File: src/rtl/tmrflg_pkg.sv
package tmrflg_pkg;
   localparam int BUS_AW = 3;
   localparam int MISC_W = 3;
   // misc flag / mask bit positions
   localparam int MB_OVF    = 0;
   localparam int MB_PAOVF  = 1;
   localparam int MB_PAEDGE = 2;
   // control bit positions
   localparam int CB_FAST = 0;
   localparam int CB_RUN  = 1;

   typedef enum logic [BUS_AW-1:0] {
      RA_CTRL    = 3'd0,
      RA_CHFLG   = 3'd1,
      RA_MISCFLG = 3'd2,
      RA_CHMSK   = 3'd3,
      RA_MISCMSK = 3'd4,
      RA_CNTHI   = 3'd5,
      RA_CNTLO   = 3'd6
   } reg_addr_e;
endpackage

File: src/rtl/tmrflg_ctrl.sv
module tmrflg_ctrl (
   input  logic       clk,
   input  logic       rst_n,
   input  logic       wr_stb,
   input  logic [1:0] wdata,
   output logic       run,
   output logic       fast
);
   import tmrflg_pkg::*;

   always_ff @(posedge clk or negedge rst_n) begin
      if (!rst_n) begin
         run  <= 1'b0;
         fast <= 1'b0;
      end else if (wr_stb) begin
         run  <= wdata[CB_RUN];
         fast <= wdata[CB_FAST];
      end
   end

   p_ctrl_hold_r1: assert property (@(posedge clk) disable iff (!rst_n)
      !wr_stb |=> (run == $past(run)) && (fast == $past(fast)));
endmodule

File: src/rtl/tmrflg_counter.sv
module tmrflg_counter #(
   parameter int CNT_W = 16
) (
   input  logic             clk,
   input  logic             rst_n,
   input  logic             run,
   input  logic             tick,
   output logic [CNT_W-1:0] cnt,
   output logic             wrap
);
   localparam logic [CNT_W-1:0] CNT_MAX = '1;

   initial begin
      assert (CNT_W >= 2) else $error("tmrflg_counter: CNT_W too small");
   end

   logic step;
   assign step = run & tick;
   assign wrap = step & (cnt == CNT_MAX);

   always_ff @(posedge clk or negedge rst_n) begin
      if (!rst_n)    cnt <= '0;
      else if (step) cnt <= cnt + 1'b1;
   end

   p_hold_when_off_r2: assert property (@(posedge clk) disable iff (!rst_n)
      !run |=> $stable(cnt));
   p_wrap_to_zero_r3: assert property (@(posedge clk) disable iff (!rst_n)
      wrap |=> (cnt == '0));
endmodule

File: src/rtl/tmrflg_flagbank.sv
module tmrflg_flagbank #(
   parameter int W = 8
) (
   input  logic         clk,
   input  logic         rst_n,
   input  logic [W-1:0] set_evt,
   input  logic         w1c_stb,
   input  logic [W-1:0] w1c_mask,
   input  logic         fast,
   input  logic [W-1:0] fast_clr,
   output logic [W-1:0] flg
);
   initial begin
      assert (W >= 1) else $error("tmrflg_flagbank: W must be positive");
   end

   for (genvar i = 0; i < W; i++) begin : g_bit
      logic clr_i;
      logic q;
      assign clr_i = fast ? fast_clr[i] : (w1c_stb & w1c_mask[i]);
      always_ff @(posedge clk or negedge rst_n) begin
         if (!rst_n)          q <= 1'b0;
         else if (set_evt[i]) q <= 1'b1;   // set has priority
         else if (clr_i)      q <= 1'b0;
      end
      assign flg[i] = q;

      p_set_wins_r9: assert property (@(posedge clk) disable iff (!rst_n)
         set_evt[i] |=> flg[i]);
   end

   p_w1c_blocked_r5: assert property (@(posedge clk) disable iff (!rst_n)
      (fast && w1c_stb && fast_clr == '0 && set_evt == '0) |=> (flg == $past(flg)));
   p_fast_clear_r6: assert property (@(posedge clk) disable iff (!rst_n)
      (fast && set_evt == '0) |=> ((flg & $past(fast_clr)) == '0));
endmodule

File: src/rtl/tmrflg_top.sv
module tmrflg_top #(
   parameter int NUM_CH = 8,
   parameter int DATA_W = 8,
   parameter int CNT_W  = 16
) (
   input  logic                        clk,
   input  logic                        rst_n,
   input  logic                        bus_sel,
   input  logic                        bus_wr,
   input  logic [tmrflg_pkg::BUS_AW-1:0] bus_addr,
   input  logic [DATA_W-1:0]           bus_wdata,
   output logic [DATA_W-1:0]           bus_rdata,
   input  logic                        tick,
   input  logic [NUM_CH-1:0]           ch_evt,
   input  logic                        pa_ovf_evt,
   input  logic                        pa_edge_evt,
   input  logic [NUM_CH-1:0]           cap_rd_stb,
   input  logic [NUM_CH-1:0]           cmp_wr_stb,
   input  logic                        pa_acc_stb,
   output logic [CNT_W-1:0]            count,
   output logic [NUM_CH-1:0]           irq_ch,
   output logic [tmrflg_pkg::MISC_W-1:0] irq_misc
);
   import tmrflg_pkg::*;

   localparam int HI_W = CNT_W - DATA_W;

   initial begin
      assert (NUM_CH >= 1 && NUM_CH <= DATA_W)
         else $error("tmrflg_top: NUM_CH must fit in one data word");
      assert (DATA_W >= MISC_W && DATA_W >= 2)
         else $error("tmrflg_top: DATA_W too narrow");
      assert (CNT_W > DATA_W && CNT_W <= 2 * DATA_W)
         else $error("tmrflg_top: CNT_W must span two bus words");
   end

   // ---------------- bus decode ----------------
   logic rd_acc, wr_acc;
   assign rd_acc = bus_sel & ~bus_wr;
   assign wr_acc = bus_sel &  bus_wr;

   logic ctrl_wr, chflg_wr, miscflg_wr, chmsk_wr, miscmsk_wr, cnt_acc;
   assign ctrl_wr    = wr_acc & (bus_addr == RA_CTRL);
   assign chflg_wr   = wr_acc & (bus_addr == RA_CHFLG);
   assign miscflg_wr = wr_acc & (bus_addr == RA_MISCFLG);
   assign chmsk_wr   = wr_acc & (bus_addr == RA_CHMSK);
   assign miscmsk_wr = wr_acc & (bus_addr == RA_MISCMSK);
   assign cnt_acc    = bus_sel & ((bus_addr == RA_CNTHI) | (bus_addr == RA_CNTLO));

   // ---------------- control and counter ----------------
   logic run, fast, wrap;

   tmrflg_ctrl u_ctrl (
      .clk    (clk),
      .rst_n  (rst_n),
      .wr_stb (ctrl_wr),
      .wdata  (bus_wdata[1:0]),
      .run    (run),
      .fast   (fast)
   );

   tmrflg_counter #(.CNT_W(CNT_W)) u_cnt (
      .clk   (clk),
      .rst_n (rst_n),
      .run   (run),
      .tick  (tick),
      .cnt   (count),
      .wrap  (wrap)
   );

   // ---------------- flag banks ----------------
   logic [NUM_CH-1:0] ch_flg;
   logic [MISC_W-1:0] misc_flg, misc_set, misc_fclr;

   tmrflg_flagbank #(.W(NUM_CH)) u_chflg (
      .clk      (clk),
      .rst_n    (rst_n),
      .set_evt  (ch_evt),
      .w1c_stb  (chflg_wr),
      .w1c_mask (bus_wdata[NUM_CH-1:0]),
      .fast     (fast),
      .fast_clr (cap_rd_stb | cmp_wr_stb),
      .flg      (ch_flg)
   );

   always_comb begin
      misc_set              = '0;
      misc_set[MB_OVF]      = wrap;
      misc_set[MB_PAOVF]    = pa_ovf_evt;
      misc_set[MB_PAEDGE]   = pa_edge_evt;
      misc_fclr             = '0;
      misc_fclr[MB_OVF]     = cnt_acc;
      misc_fclr[MB_PAOVF]   = pa_acc_stb;
      misc_fclr[MB_PAEDGE]  = pa_acc_stb;
   end

   tmrflg_flagbank #(.W(MISC_W)) u_miscflg (
      .clk      (clk),
      .rst_n    (rst_n),
      .set_evt  (misc_set),
      .w1c_stb  (miscflg_wr),
      .w1c_mask (bus_wdata[MISC_W-1:0]),
      .fast     (fast),
      .fast_clr (misc_fclr),
      .flg      (misc_flg)
   );

   // ---------------- interrupt masks ----------------
   logic [NUM_CH-1:0] ch_msk;
   logic [MISC_W-1:0] misc_msk;

   always_ff @(posedge clk or negedge rst_n) begin
      if (!rst_n) begin
         ch_msk   <= '0;
         misc_msk <= '0;
      end else begin
         if (chmsk_wr)   ch_msk   <= bus_wdata[NUM_CH-1:0];
         if (miscmsk_wr) misc_msk <= bus_wdata[MISC_W-1:0];
      end
   end

   assign irq_ch   = ch_flg & ch_msk;
   assign irq_misc = misc_flg & misc_msk;

   // ---------------- count byte views ----------------
   logic [DATA_W-1:0] cnt_lo, cnt_hi;
   assign cnt_lo = count[DATA_W-1:0];
   if (HI_W == DATA_W) begin : g_hi_full
      assign cnt_hi = count[CNT_W-1:DATA_W];
   end else begin : g_hi_part
      assign cnt_hi = {{(DATA_W-HI_W){1'b0}}, count[CNT_W-1:DATA_W]};
   end

   // ---------------- read mux ----------------
   always_comb begin
      bus_rdata = '0;
      case (bus_addr)
         RA_CTRL: begin
            bus_rdata[CB_RUN]  = run;
            bus_rdata[CB_FAST] = fast;
         end
         RA_CHFLG:   bus_rdata[NUM_CH-1:0] = ch_flg;
         RA_MISCFLG: bus_rdata[MISC_W-1:0] = misc_flg;
         RA_CHMSK:   bus_rdata[NUM_CH-1:0] = ch_msk;
         RA_MISCMSK: bus_rdata[MISC_W-1:0] = misc_msk;
         RA_CNTHI:   bus_rdata = cnt_hi;
         RA_CNTLO:   bus_rdata = cnt_lo;
         default:    bus_rdata = '0;
      endcase
   end

   // ---------------- assertions ----------------
   p_ctrl_reserved_r1: assert property (@(posedge clk) disable iff (!rst_n)
      (bus_addr == RA_CTRL) |-> (bus_rdata[DATA_W-1:2] == '0));
   p_pa_pair_r8: assert property (@(posedge clk) disable iff (!rst_n)
      (fast && pa_acc_stb && !pa_ovf_evt && !pa_edge_evt)
         |=> (misc_flg[MB_PAOVF] == 1'b0 && misc_flg[MB_PAEDGE] == 1'b0));
   p_ovf_fastclr_r7: assert property (@(posedge clk) disable iff (!rst_n)
      (fast && cnt_acc && !wrap) |=> !misc_flg[MB_OVF]);
   p_ovf_set_r3: assert property (@(posedge clk) disable iff (!rst_n)
      wrap |=> misc_flg[MB_OVF]);
   p_irq_masked_r10: assert property (@(posedge clk) disable iff (!rst_n)
      $onehot0(irq_misc) || ($countones(irq_misc) <= $countones(misc_msk)));
endmodule

File: config.mk
export PLATFORM = sky130hd
export DESIGN_NAME = tmrflg_top
export DESIGN_NICKNAME = d
export VERILOG_FILES = /design/src/rtl/tmrflg_pkg.sv /design/src/rtl/tmrflg_ctrl.sv /design/src/rtl/tmrflg_counter.sv /design/src/rtl/tmrflg_flagbank.sv /design/src/rtl/tmrflg_top.sv
export SDC_FILE = /design/constraint.sdc
export NUM_CORES = 1
export LEC_CHECK = 0
export BUFFER_PORTS_ARGS = -buffer_cell sky130_fd_sc_hd__buf_4
export CORE_ASPECT_RATIO = 0.6
export CORE_MARGIN = 10
export CORE_UTILIZATION = 45
export DETAILED_ROUTE_END_ITERATION = 7
export HOLD_SLACK_MARGIN = 0.05
export PLACE_DENSITY = 0.74
export SYNTH_ARGS = -nofsm -noshare
export SYNTH_HDL_FRONTEND = slang
export SYNTH_HIERARCHICAL = 1
export SYNTH_SLANG_ARGS = --single-unit
File: constraint.sdc
create_clock -name clk -period 4 [get_ports clk]
set_input_delay 1 -clock clk [delete_from_list [all_inputs] [get_ports clk]]
set_output_delay 1 -clock clk [all_outputs]
set_load 0.02 [all_outputs]
[After elaboration in Yosys (flattened, before gate mapping)]
Cells that the tools add are included.
Operators by class
  add/subtract/negate cells: 1
  equal/unequal tests: 7
  muxes and demuxes: 36
  bitwise operators: 24
  reductions and logical operators: 12
Operators by type and width (count)
  $mux W1: 33
  $reduce_bool A2 Y1: 11
  $and A1 B1 Y1: 20
  $pmux W5 S4: 1
  $add A16 B1 Y16 const B: 1
  $eq A16 B16 Y1 const B: 1
  $pmux W2 S7: 1
  $eq A3 B3 Y1 const B: 3
  $and A8 B8 Y8: 1
  $or A8 B8 Y8: 1
  $eq A3 B2 Y1 const B: 2
  $pmux W1 S6: 1
  $and A3 B3 Y3: 1
  $eq A3 B1 Y1 const B: 1
  $logic_not A3 Y1: 1
  $or A1 B1 Y1: 1
Storage, ports and cells
  register bits: 40
  bits of input ports: 43
  logic and storage cells: 96

[Longest topological paths before layout]
  word-level depth: 6
  gate-level depth with buffers: 6
  depth with buffers taken out: 5

[Modules after synthesis]
Netlist, hierarchy kept.
Modules (own cells, without submodules)
  tmrflg_top: times used 1, cells each 98, area an instance 1023.5 um^2, seq. area each 275.3 um^2
  tmrflg_counter: times used 1, cells each 59, area an instance 706.9 um^2, seq. area each 400.4 um^2
  tmrflg_flagbank (u_chflg): times used 1, cells each 42, area an instance 436.7 um^2, seq. area each 200.2 um^2
  tmrflg_flagbank (u_miscflg): times used 1, cells each 15, area an instance 157.7 um^2, seq. area each 75.1 um^2
  tmrflg_ctrl: times used 1, cells each 4, area an instance 72.6 um^2, seq. area each 50.0 um^2

[Worst setup path after synthesis]
OpenSTA, ideal clock, no wires.
  kind: input-to-output
  from: in bus_addr[1] (netlist bit)
  to: out bus_rdata[0]
  data arrival time: 2.044 ns
  data required time: 3.000 ns
  setup slack: 0.956 ns
  cell stages on the path: 5
  buffers on the path: 2
  path through: buf_6 -> and2b_1 -> buf_4 -> a221oi_2 -> a311oi_1
On the way
  longest elaborated chain between the ends: 2
Ends and longest elaborated chain
  start: declaration: RTL line tmrflg_top.sv:10  | input logic [tmrflg_pkg::BUS_AW-1:0] bus_addr,
  $eq A3 B3 Y1, or another cell as far along: RTL line tmrflg_top.sv:137  | case (bus_addr)
  $pmux W2 S7 (*): RTL line tmrflg_top.sv:137
  end: declaration: RTL line tmrflg_top.sv:12  | output logic [DATA_W-1:0] bus_rdata,
Every way passes the cells marked *; elsewhere a longest branch is shown, timed or not.

[Worst setup path after layout]
  from: in bus_addr[1] (netlist bit)
  to: out bus_rdata[5]
On the way
  longest elaborated chain between the ends: 2
Ends and longest elaborated chain (RTL line)
  $eq A3 B3 Y1, or another cell as far along: tmrflg_top.sv:137
  $pmux W5 S4 (*): tmrflg_top.sv:137
Marked as above.

==> results.json <==
{
  "status": "finished, final reports clean",
  "post-cts-setup-buffer-count": 0,
  "syn_area_sq_um": 2397,
  "synth_cell_types": 43,
  "synth_fp_nets": 262,
  "ctsResizeCount": 0,
  "start_util_pct": 46.96,
  "clkPwrFrac_pct": 22.3,
  "peakVddDrop_v": 0.0002184,
  "swShare_pct": 33.88,
  "portBuffers": 77,
  "seqPwrFrac_pct": 45.2,
  "fp-row-count": 20,
  "synthCells": 218,
  "final_cell_mix": "buf_4 (78), dfrtp_1 (40), nand2_1 (15), nand3b_1 (13)",
  "grtUsageTotal_pct": 13.87,
  "worst-setup-path-type": "input port to primary output",
  "core_area_sq_um": 5105,
  "overflow": 0,
  "drc": 0,
  "post-route-util_pct": 58.80,
  "worst_pin_slew_ns": 0.6515,
  "rsz0062_at_grt": "no",
  "finalNetCount": 328,
  "via_count": 1844,
  "cts_root_buf": "clkbuf_8",
  "holdBufCountCts": 0,
  "p_leak_nw": 1.418,
  "final_common_cell": "buf_4",
  "yosysWarningCount": 6,
  "worstPathRequired_ns": 3.00,
  "setup_viol": 0,
  "fin_skew_ns": 0.008760,
  "finalMaxSlewViolations": 0,
  "power_switching_w": 0.0004243,
  "grt_max_degree": 41,
  "die_area_sq_um": 8742,
  "fp.dieW_um": 114.2,
  "hold_viol_final": 0,
  "areaGrowthSynthToFinish_pct": 25.21,
  "diodes": 0,
  "synth-seq-cells": 40,
  "drt_first_pass_iters": 4,
  "ant_nets": 0,
  "cp-end-kind": "primary output",
  "wl_um": 6102,
  "wl_per_cell_um": 17.38,
  "max_freq_mhz": 318.1,
  "worstPathMaxFanout": 18,
  "boundaryPins": 78,
  "via_per_inst": 5.254,
  "finalSetupTns_ns": 0,
  "antenna_found_initial": 0,
  "die_y_um": 76.54,
  "internal_power_w": 0.0008281,
  "numCtsBuffers": 5,
  "crit_path_start_kind": "input port",
  "hold_ws_ns": 0.5294,
  "combPwrFrac_pct": 32.6,
  "drt_iter0_drc": 137,
  "worst_slew_margin_rel_pct": 56.57,
  "clk_pin_slew_ns": 0.08,
  "period_minus_slack_ns": 3.144,
  "cap_violations": 0,
  "gp_congestion": 0.8111,
  "cp.arrival_ns": 2.14,
  "clock_path_buffers": 2,
  "period_share_pct": 78.59,
  "cellPowerDensity_nw_per_um2": 417.2,
  "cts_tree": "done",
  "grt_pass1_wl_um": 10140,
  "syn_area_per_cell_sq_um": 11.00,
  "min_path_type": "flip-flop to flip-flop",
  "insertion_delay_ns": 0.29,
  "hpwl_um": 4877,
  "ctsHtreeMaxLevel": 2,
  "grt_pass1_vias": 1914,
  "cts_sinks": 40,
  "drive_gt1_share_pct": 43.86,
  "ys_seq_area_share_pct": 41.75
}
critical path: stages:
cell and delay, ns:
buf_4 0.19, nor2b_1 0.45, a22oi_1 0.15, o22ai_1 0.18, buf_4 0.17
synth_stat cells (all sizes together):
cell type	count	area (sq um)
dfrtp	40	1001
buf	19	156.4
mux2	17	229.0
nand2	15	56.30
nand3b	13	97.59
and2	12	75.07
nand3	12	72.57
xnor2	12	105.1
a31o	11	96.34
mux2i	8	80.08
or2	8	50.05
nor2	6	41.29
o22ai	6	37.54
a22oi	5	37.54
inv	4	15.01
nand4	4	31.28
nor3	4	36.29
and3	3	18.77
nand2b	3	21.27
xor2	3	26.28
nor2b	2	12.51
o21ai	2	10.00
a211oi	1	7.510
a221o	1	10.01
a221oi	1	15.01
a311o	1	10.01
a311oi	1	8.760
and2b	1	7.510
ha	1	12.51
nand4b	1	8.760
o211a	1	10.01
path summary, 6_finish.rpt:
path / from / end / slack [ns] / depth (start not counted)
setup / recovery: bus_addr[1] / bus_rdata[5] / 0.86 / 5
hold / removal: u_miscflg/g_bit[0].q / u_miscflg/g_bit[0].q / 0.53 / 1
setup reg to reg: u_cnt/cnt[0] / u_cnt/cnt[14] / 2.35 / 5
hold reg to reg: u_miscflg/g_bit[0].q / u_miscflg/g_bit[0].q / 0.53 / 1
max in group asynchronous: rst_n / ch_msk[2] / 2.96 / 1
min in group asynchronous: rst_n / u_cnt/cnt[6] / 0.68 / 1
metal layers:
layer	part of all wire, %	wire [um]	track usage, %	vias up
li1	-	-	-	900
met1	51	3085	20.44	885
met2	42	2537	19.05	57
met3	7.6	464	4.874	2
met4	0.23	14	1.870	0
met5	0	0	0	-
layout make-up:
class,instances,area (sq um)
clock inverter,2,10.01
clock buffer,6,82.58
fill,447,2103
tap,66,82.58
inverter,4,15.01
sequential,40,1001
multi-input combinational,155,1225
timing repair buffer,78,585.6
cells by family (layout without fill, tap and decap cells):
group | Yosys count | count (layout) | synth area share, %
buffers and inverters | 23 | 90 | 7.150
xor gates and xnor gates | 15 | 15 | 5.480
muxes | 25 | 25 | 12.89
AOI/OAI and AO/OA | 30 | 30 | 10.13
adders and majority gates | 1 | 1 | 0.5218
DFF | 40 | 40 | 41.75
and+or+nand+nor | 84 | 84 | 22.08
state kept, by name, indices dropped and copies added, names as in the netlist:
name               flops
u_chflg/g_bit.q        8
u_ctrl/run             1
u_miscflg/g_bit.q      3
u_ctrl/fast            1
u_cnt/cnt             16
misc_msk               3
ch_msk                 8
power by group through the flow:
stage / sequential [W] / clock [W] / combinational, W
final: 0.000566 / 0.000279 / 0.000408
after global routing: 0.000579 / 0.000304 / 0.000444
after CTS: 0.000566 / 0.000286 / 0.000415
after detailed placement: 0.000574 / 0 / 0.000413
after global placement: 0.000571 / 0 / 0.000408
after floorplan: 0.000564 / 0 / 0.000257
through the flow:
step / std cells / worst slack (ns) / instance area [sq um] / power, W
final: 351 / 0.8562 / 3002 / 0.001252
after global routing: 351 / 0.6928 / 3002 / 0.001326
after CTS: 351 / 0.8415 / 3002 / 0.001267
after detailed placement: 343 / 0.8412 / 2909 / 0.0009872
after global placement: 343 / 0.9005 / 2909 / 0.0009788
after floorplan: 218 / 0.9565 / 2397 / 0.0008210
Power figures use the tool's default switching activity.
